**config.mk**
```make
export PLATFORM = sky130hd
export DESIGN_NAME = win_integrator
export DESIGN_NICKNAME = d
export VERILOG_FILES = /design/src/rtl/win_integ_pkg.sv /design/src/rtl/win_integ_ctrl.sv /design/src/rtl/win_integ_dp.sv /design/src/rtl/win_integrator.sv
export SDC_FILE = /design/constraint.sdc
export NUM_CORES = 1
export LEC_CHECK = 0
export ABC_AREA = 1
export BUFFER_PORTS_ARGS = -buffer_cell sky130_fd_sc_hd__buf_4
export CAP_MARGIN = 40
export CORE_ASPECT_RATIO = 0.6
export CORE_MARGIN = 2
export CORE_UTILIZATION = 30
export DETAILED_ROUTE_END_ITERATION = 8
export PLACE_DENSITY = 0.5
export SLEW_MARGIN = 5
export SYNTH_ARGS = -nofsm -noshare
export SYNTH_HDL_FRONTEND = slang
export SYNTH_SLANG_ARGS = --single-unit
```
**constraint.sdc**
```tcl
create_clock -name clk -period 10.85 [get_ports clk]
set_clock_uncertainty 0.15 [all_clocks]
set_input_delay 2.7125 -clock clk [delete_from_list [all_inputs] [get_ports clk]]
set_output_delay 2.7125 -clock clk [all_outputs]
set_load 0.05 [all_outputs]
```
**src/rtl/win_integ_pkg.sv**
```systemverilog
package win_integ_pkg;

  localparam int TC_W     = 5;
  localparam int TC_CODES = 1 << TC_W;

  typedef struct packed {
    logic            winStart;
    logic            accumEn;
    logic [TC_W-1:0] tcSel;
  } integCtrl_t;

  // Piecewise time-constant table, in microseconds
  function automatic int tcMicros(int code);
    if (code <= 8)       return 40 + 5 * code;
    else if (code <= 16) return 90 + 10 * (code - 9);
    else if (code <= 24) return 180 + 20 * (code - 17);
    else                 return 360 + 40 * (code - 25);
  endfunction

  // Rounded fixed-point ratio of sample period to time constant
  function automatic int coefFor(int code, int periodUs, int fracBits);
    int tau;
    tau = tcMicros(code);
    return ((periodUs << fracBits) + tau / 2) / tau;
  endfunction

endpackage

```
**src/rtl/win_integ_ctrl.sv**
```systemverilog
module win_integ_ctrl
  import win_integ_pkg::*;
(
  input  logic            clk,
  input  logic            rst_n,
  input  logic            sampleStrobe,
  input  logic            intWindow,
  input  logic [TC_W-1:0] tcCode,
  output integCtrl_t      ctrl
);

  logic            winPrev;
  logic [TC_W-1:0] tcHeld;
  logic            startNow;

  assign startNow = intWindow & ~winPrev;

  always_ff @(posedge clk or negedge rst_n) begin
    if (!rst_n) begin
      winPrev <= 1'b0;
      tcHeld  <= '0;
    end else begin
      winPrev <= intWindow;
      if (startNow) tcHeld <= tcCode;
    end
  end

  always_comb begin
    ctrl.winStart = startNow;
    ctrl.accumEn  = sampleStrobe & intWindow;
    ctrl.tcSel    = startNow ? tcCode : tcHeld;
  end

endmodule

```
**src/rtl/win_integ_dp.sv**
```systemverilog
module win_integ_dp
  import win_integ_pkg::*;
#(
  parameter int SAMPLE_W    = 10,
  parameter int FRAC_W      = 8,
  parameter int COEF_FRAC   = 16,
  parameter int PERIOD_US   = 5,
  parameter int RESET_LEVEL = 0
) (
  input  logic                       clk,
  input  logic                       rst_n,
  input  integCtrl_t                 ctrl,
  input  logic signed [SAMPLE_W-1:0] sampleIn,
  output logic        [SAMPLE_W-1:0] resultOut,
  output logic                       clampFlag
);

  localparam int ACC_W  = SAMPLE_W + FRAC_W;
  localparam int COEF_W = COEF_FRAC + $clog2(PERIOD_US + 1);
  localparam int PROD_W = SAMPLE_W + COEF_W;
  localparam int SHIFT  = COEF_FRAC - FRAC_W;
  localparam int SUM_W  = ACC_W + 2;
  localparam logic [ACC_W-1:0] ACC_MAX   = '1;
  localparam logic [ACC_W-1:0] RESET_ACC = ACC_W'(RESET_LEVEL) << FRAC_W;

  logic [COEF_W-1:0] coefRom [TC_CODES];

  for (genvar g = 0; g < TC_CODES; g++) begin : g_coef
    assign coefRom[g] = COEF_W'(coefFor(g, PERIOD_US, COEF_FRAC));
  end

  logic [SAMPLE_W-1:0] mag;
  logic [PROD_W-1:0]   prod;
  logic [PROD_W-1:0]   incr;
  logic [SUM_W-1:0]    base;
  logic [SUM_W-1:0]    sum;
  logic                overflow;
  logic [ACC_W-1:0]    acc;

  always_comb begin
    mag      = sampleIn[SAMPLE_W-1] ? SAMPLE_W'(-sampleIn) : SAMPLE_W'(sampleIn);
    prod     = PROD_W'(mag) * PROD_W'(coefRom[ctrl.tcSel]);
    incr     = prod >> SHIFT;
    base     = ctrl.winStart ? SUM_W'(RESET_ACC) : SUM_W'(acc);
    sum      = base + (ctrl.accumEn ? SUM_W'(incr) : '0);
    overflow = sum > SUM_W'(ACC_MAX);
  end

  always_ff @(posedge clk or negedge rst_n) begin
    if (!rst_n) begin
      acc       <= RESET_ACC;
      clampFlag <= 1'b0;
    end else begin
      acc       <= overflow ? ACC_MAX : sum[ACC_W-1:0];
      clampFlag <= ctrl.winStart ? overflow : (clampFlag | overflow);
    end
  end

  assign resultOut = acc[ACC_W-1:FRAC_W];

endmodule

```
**src/rtl/win_integrator.sv**
```systemverilog
module win_integrator
  import win_integ_pkg::*;
#(
  parameter int SAMPLE_W    = 10,
  parameter int FRAC_W      = 8,
  parameter int COEF_FRAC   = 16,
  parameter int PERIOD_US   = 5,
  parameter int RESET_LEVEL = 0
) (
  input  logic                       clk,
  input  logic                       rst_n,
  input  logic signed [SAMPLE_W-1:0] sampleIn,
  input  logic                       sampleStrobe,
  input  logic                       intWindow,
  input  logic [TC_W-1:0]            tcCode,
  output logic [SAMPLE_W-1:0]        resultOut,
  output logic                       clampFlag
);

  integCtrl_t ctrl;

  win_integ_ctrl u_ctrl (
    .clk          (clk),
    .rst_n        (rst_n),
    .sampleStrobe (sampleStrobe),
    .intWindow    (intWindow),
    .tcCode       (tcCode),
    .ctrl         (ctrl)
  );

  win_integ_dp #(
    .SAMPLE_W    (SAMPLE_W),
    .FRAC_W      (FRAC_W),
    .COEF_FRAC   (COEF_FRAC),
    .PERIOD_US   (PERIOD_US),
    .RESET_LEVEL (RESET_LEVEL)
  ) u_dp (
    .clk       (clk),
    .rst_n     (rst_n),
    .ctrl      (ctrl),
    .sampleIn  (sampleIn),
    .resultOut (resultOut),
    .clampFlag (clampFlag)
  );

endmodule

```
Word-level counts from Yosys, hierarchy flattened
Memories as Yosys holds them, arrays and structs flattened.
Cells that the tools add are included.
- register bits: 25
- bits in read-only memories: 608
- input bits: 19
- logic and storage cells: 23
- memories kept: 1
- add/subtract/negate cells: 2
- multiply operators: 1
- order comparisons: 2
- multiplexer cells: 8
- bitwise logic cells: 5
- memory list (memory ; depth ; width ; read ports ; clocked after Yosys merged registers in ; wr ports ; line ; source):
    (no name shown) ; 32 ; 19 ; 1 ; 0 ; 0 ; win_integ_dp.sv:42 ; prod = PROD_W'(mag) * PROD_W'(coefRom[ctrl.tcSel]);
- operators with widths (cell ; count):
    $mux W19 ; 2
    $mux W18 ; 2
    $mul A10 B19 Y28 ; 1
    $add A20 B20 Y20 ; 1
    $gt A20 B18 Y1 const B ; 1
    $mux W20 ; 1
    $mux W10 ; 1
    $neg A10 Y10 ; 1
    $ge A6 B6 Y1 const B ; 1
    $not A5 Y6 ; 1
    $mux W5 ; 1
    $and A1 B1 Y1 ; 2
    $mux W1 ; 1
    $not A1 Y1 ; 1
    $or A1 B1 Y1 ; 1

Longest topological paths before layout
- depth in word-level cells: 13
- mapped depth: 49
- mapped depth without buffers: 48

By module
From an unflattened synthesis, not the netlist that was laid out.
- cell total of the unflattened synthesis: 1055
- area, all modules: 7440.9 µm²
- modules (own cells, without submodules) (module ; instances ; cells each ; area each (µm²) ; sequential area each (µm²)):
    win_integ_dp ; 1 ; 1028 ; 7199.4 ; 475.5
    win_integ_ctrl ; 1 ; 27 ; 241.5 ; 150.1

Worst setup path after synthesis
Ideal clock, no wire load.
- path type: input-to-reg
- start point: input port sampleIn[0]
- end point: register u_dp.acc[10]
- setup time: 0.134 ns
- arrival time: 9.848 ns
- path slack: 0.718 ns
- stages: 37
- cell sequence: clkbuf_1 > inv_1 > ha_1 > nand2_1 > nor2_1 > inv_1 > nand2_1 > o21ai_0 > xor2_1 > inv_1 > nor2_1 > fa_1 > fa_1 > fa_1 > fa_1 > inv_1 > fa_1 > inv_1 > ha_1 > a21oi_1 > inv_1 > nor2_1 > inv_1 > a21oi_1 > inv_1 > a21oi_1 > nand3_1 > nand2_1 > nor2_1 > ha_1 > a21oi_1 > o21ai_0 > a21oi_1 > nand2_1 > a41oi_1 > clkbuf_1 > nand2_1
- word-level cells in the longest chain between the ends: 7
- ends and longest elaborated chain (element ; line ; source):
    from (decl) ; win_integrator.sv:12 ; input logic signed [SAMPLE_W-1:0] sampleIn,
    $neg A10 Y10 ; win_integ_dp.sv:41 ; mag = sampleIn[SAMPLE_W-1] ? SAMPLE_W'(-sampleIn) : SAMPLE_W'(sampleIn);
    $mux W10 * ; win_integ_dp.sv:41 ;
    $mul A10 B19 Y28 * ; win_integ_dp.sv:42 ;
    $mux W20 * ; win_integ_dp.sv:45 ; sum = base + (ctrl.accumEn ? SUM_W'(incr) : '0);
    $add A20 B20 Y20 * ; win_integ_dp.sv:45 ;
    $gt A20 B18 Y1 ; win_integ_dp.sv:46 ; overflow = sum > SUM_W'(ACC_MAX);
    $mux W18 * ; win_integ_dp.sv:54 ; acc <= overflow ? ACC_MAX : sum[ACC_W-1:0];
    to (signal assigned) ; win_integ_dp.sv:54 ;
    to (decl) ; win_integ_dp.sv:38 ; logic [ACC_W-1:0] acc;
Every way passes the cells marked *; elsewhere a longest branch is shown, timed or not.

==> run_results.csv <==
group,metric,value,unit
clock_tree,clk_transition_reported_paths,0.07,ns
logic_synthesis,synth_top_area_frac,0.2585,
setup_path,cp_max_fo,7,
place,dp_hpwl,18750,um
sta,finalSetupTns,0,ns
clock_tree,hold_buffers,0,
global_route,grt_pass1_vias,6582,
cells_and_area,final_nets,1295,
drt,ant_nets,0,
place,portBuffers,29,
sta,finalCritPeriodShare,0.9486,
sta,hold_violations,0,
clock_tree,cts_sinks,25,
setup_path,rr_startpoint,"u_ctrl.winPrev",
drt,vias,6552,
logic_synthesis,syn-num-nets,1244,
drt,wire_per_inst,14.95,um
setup_path,reg2reg_to,"u_dp.acc[16]",
clock_tree,htreeDepth,1,
setup_path,arrival,10.29,ns
sta,setup_violations,0,
setup_path,cp-start-kind,"primary input",
drt,wirelength,21150,um
logic_synthesis,synth_seq_cells,25,
floorplanning,io_pins,30,
cells_and_area,final_common_cell,"nand2_1",
global_route,globalRouteTotalUtil,0.1746,
clock_tree,cts_buffers,3,
sta,fmaxAchievable,97.16,MHz
logic_synthesis,synthTopCellsByArea,"fa_1, ha_1, nand2_1, inv_1, dfrtp_1",
setup_path,startpoint,"intWindow",
drt,vias_per_cell,4.630,
clock_tree,cts_tree,"yes",
global_route,grt_max_degree,26,
clock_tree,insertion_delay,0.26,ns
setup_path,reg2reg_depth,42,
sta,slew_headroom,0.5654,
setup_path,cp_slowest_cell,"fa_1",
run,max_cap_viol_count,0,
setup_path,slowest_delay,0.54,ns
sta,min_period,10.29,ns
setup_path,endpoint_kind,"flop",
setup_path,worstSetupEndpoint,"u_dp.acc[16]",
drt,drcViolationCount,0,
min_path,hp-class,"flop to flop",
setup_path,cp.required,10.85,ns
setup_path,path_class,"primary input to flop",
cells_and_area,fillers,2703,
floorplanning,fp.dieH,125.3,um
floorplanning,dieArea,0.02583,mm2
clock_tree,cts.path.max_buffers,2,
floorplanning,core_area,0.02411,mm2
floorplanning,rows,44,
place,gp_congestion,0.8883,
floorplanning,start_util,0.3051,
cells_and_area,insertedDiodeCount,0,
global_route,grt_pass1_wl,35360,um
status,status,"finished clean",
clock_tree,cts-root-buf,"clkbuf_16",
logic_synthesis,syn_avg_cell_area,7.053,um2
sta,tightest_slew,0.6497,ns
global_route,gr-total-overflow,0,
logic_synthesis,syn_area,0.007356,mm2
logic_synthesis,ys_seq_area_frac,0.08505,
logic_synthesis,syn_inst,1043,
drt,drtIter0Drc,434,
logic_synthesis,yosysTopAreaCell,"fa_1",
cells_and_area,final_cell_mix,"nand2_1, inv_1, nor2_1",
cells_and_area,multi_input_area,0.005733,mm2
logic_synthesis,yosysUniqueCellTypes,43,
sta,layout_setup_ws,0.5577,ns
global_route,antenna_found_initial,0,
setup_path,r2r_slack,2.67,ns
cells_and_area,drive_above_1_share,0.1034,
cells_and_area,syn2layout_area_growth,11.92,%
logic_synthesis,ys_warn_count,0,
sta,maxSlewViolCount,0,
drt,drt_pass1_iterations,5,
cells_and_area,seq_area,625.6,um2
place,dp_slack,-0.2499,ns
setup_path,crit_top_cell,"nand2_1",
floorplanning,die_w,206.2,um
==> metal layers <==
layer  global-route usage  share of wire
met3              0.03728          0.092
met2               0.2201           0.34
met5                    0              0
met4             0.005042         0.0018
met1               0.3036           0.57
==> state kept, by name, summed over array words and instances (netlist names) <==
signal,flops
u_dp.acc,18
u_dp.clampFlag,1
u_ctrl.tcHeld,5
u_ctrl.winPrev,1
==> worst max-delay path, delay by kind of cell <==
family	cells	cell delay, ns
buf+inv	8	0.79
fa+ha+maj	8	3.52
compound gates	11	1.88
simple gates	16	1.39
==> logic make-up after synthesis <==
family,share of synthesized area
flops,0.08505
simple gates,0.2424
compound gates,0.1022
buf+inv,0.1388
xor+xnor,0.02500
fa+ha+maj,0.4065
==> synth_stat cells <==
library cell / n
inv_2: 1
nor3b_1: 2
o221ai_1: 2
xor2_1: 13
ha_1: 87
a211oi_1: 1
nand3b_1: 1
nand4_1: 1
a21boi_0: 2
o21ai_1: 1
a2111oi_0: 1
a21oi_2: 1
nand3_1: 27
nor3_1: 10
clkinv_2: 1
o21bai_1: 3
fa_1: 95
inv_1: 226
nand3_2: 6
dfrtp_1: 25
o211ai_1: 3
nor2_4: 1
buf_2: 2
o31ai_1: 2
o21ai_0: 38
nand2_4: 5
a21oi_1: 60
nand2_2: 10
o221a_2: 2
clkinv_1: 4
a41oi_1: 1
a31oi_1: 6
xnor2_1: 8
nor2_1: 134
or2_2: 1
o21ai_2: 1
nor4_1: 1
o21ai_4: 1
o21a_1: 6
clkbuf_1: 8
buf_6: 3
buf_4: 10
nand2_1: 230
==> per-stage QoR <==
step / utilization / area (um2) / std cells / hold WS, ns
floorplan: - / 7356 / 1043 / 0.3913
global placement: 0.3364 / 8113 / 1409 / 0.3260
detailed placement: 0.3364 / 8113 / 1409 / 0.3220
CTS: 0.3397 / 8192 / 1413 / 0.3401
global route: 0.3414 / 8233 / 1415 / 0.3620
finish: 0.3414 / 8233 / 1415 / 0.3333
==> worst min path at each step <==
stage,from,end,slack [ns],depth (start not counted)
after floorplan,u_ctrl.tcHeld[1],u_ctrl.tcHeld[1],0.39,2
after global placement,u_dp.clampFlag,u_dp.clampFlag,0.33,2
after detailed placement,u_dp.clampFlag,u_dp.clampFlag,0.32,2
after CTS,u_dp.clampFlag,u_dp.clampFlag,0.34,2
after global routing,u_dp.clampFlag,u_dp.clampFlag,0.36,2
final,u_dp.clampFlag,u_dp.clampFlag,0.33,2
==> what timing repair did <==
action | CTS | global route
pin swaps | 0 | 2
setup endpoints to repair | 1 | 19
setup buffers | 0 | 2
gates resized for setup | 1 | 18
==> final cells by class <==
cell class,count,area share
clock buffers,4,0.009574
inverters,232,0.1062
repair buffers,69,0.06292
multi-input cells,763,0.6964
well taps,322,0.04894
flip-flops and latches,25,0.07599
Power is left out: the tool's default activity adds up to more than one toggle a clock period on the data nets, which glitch-free logic cannot reach.
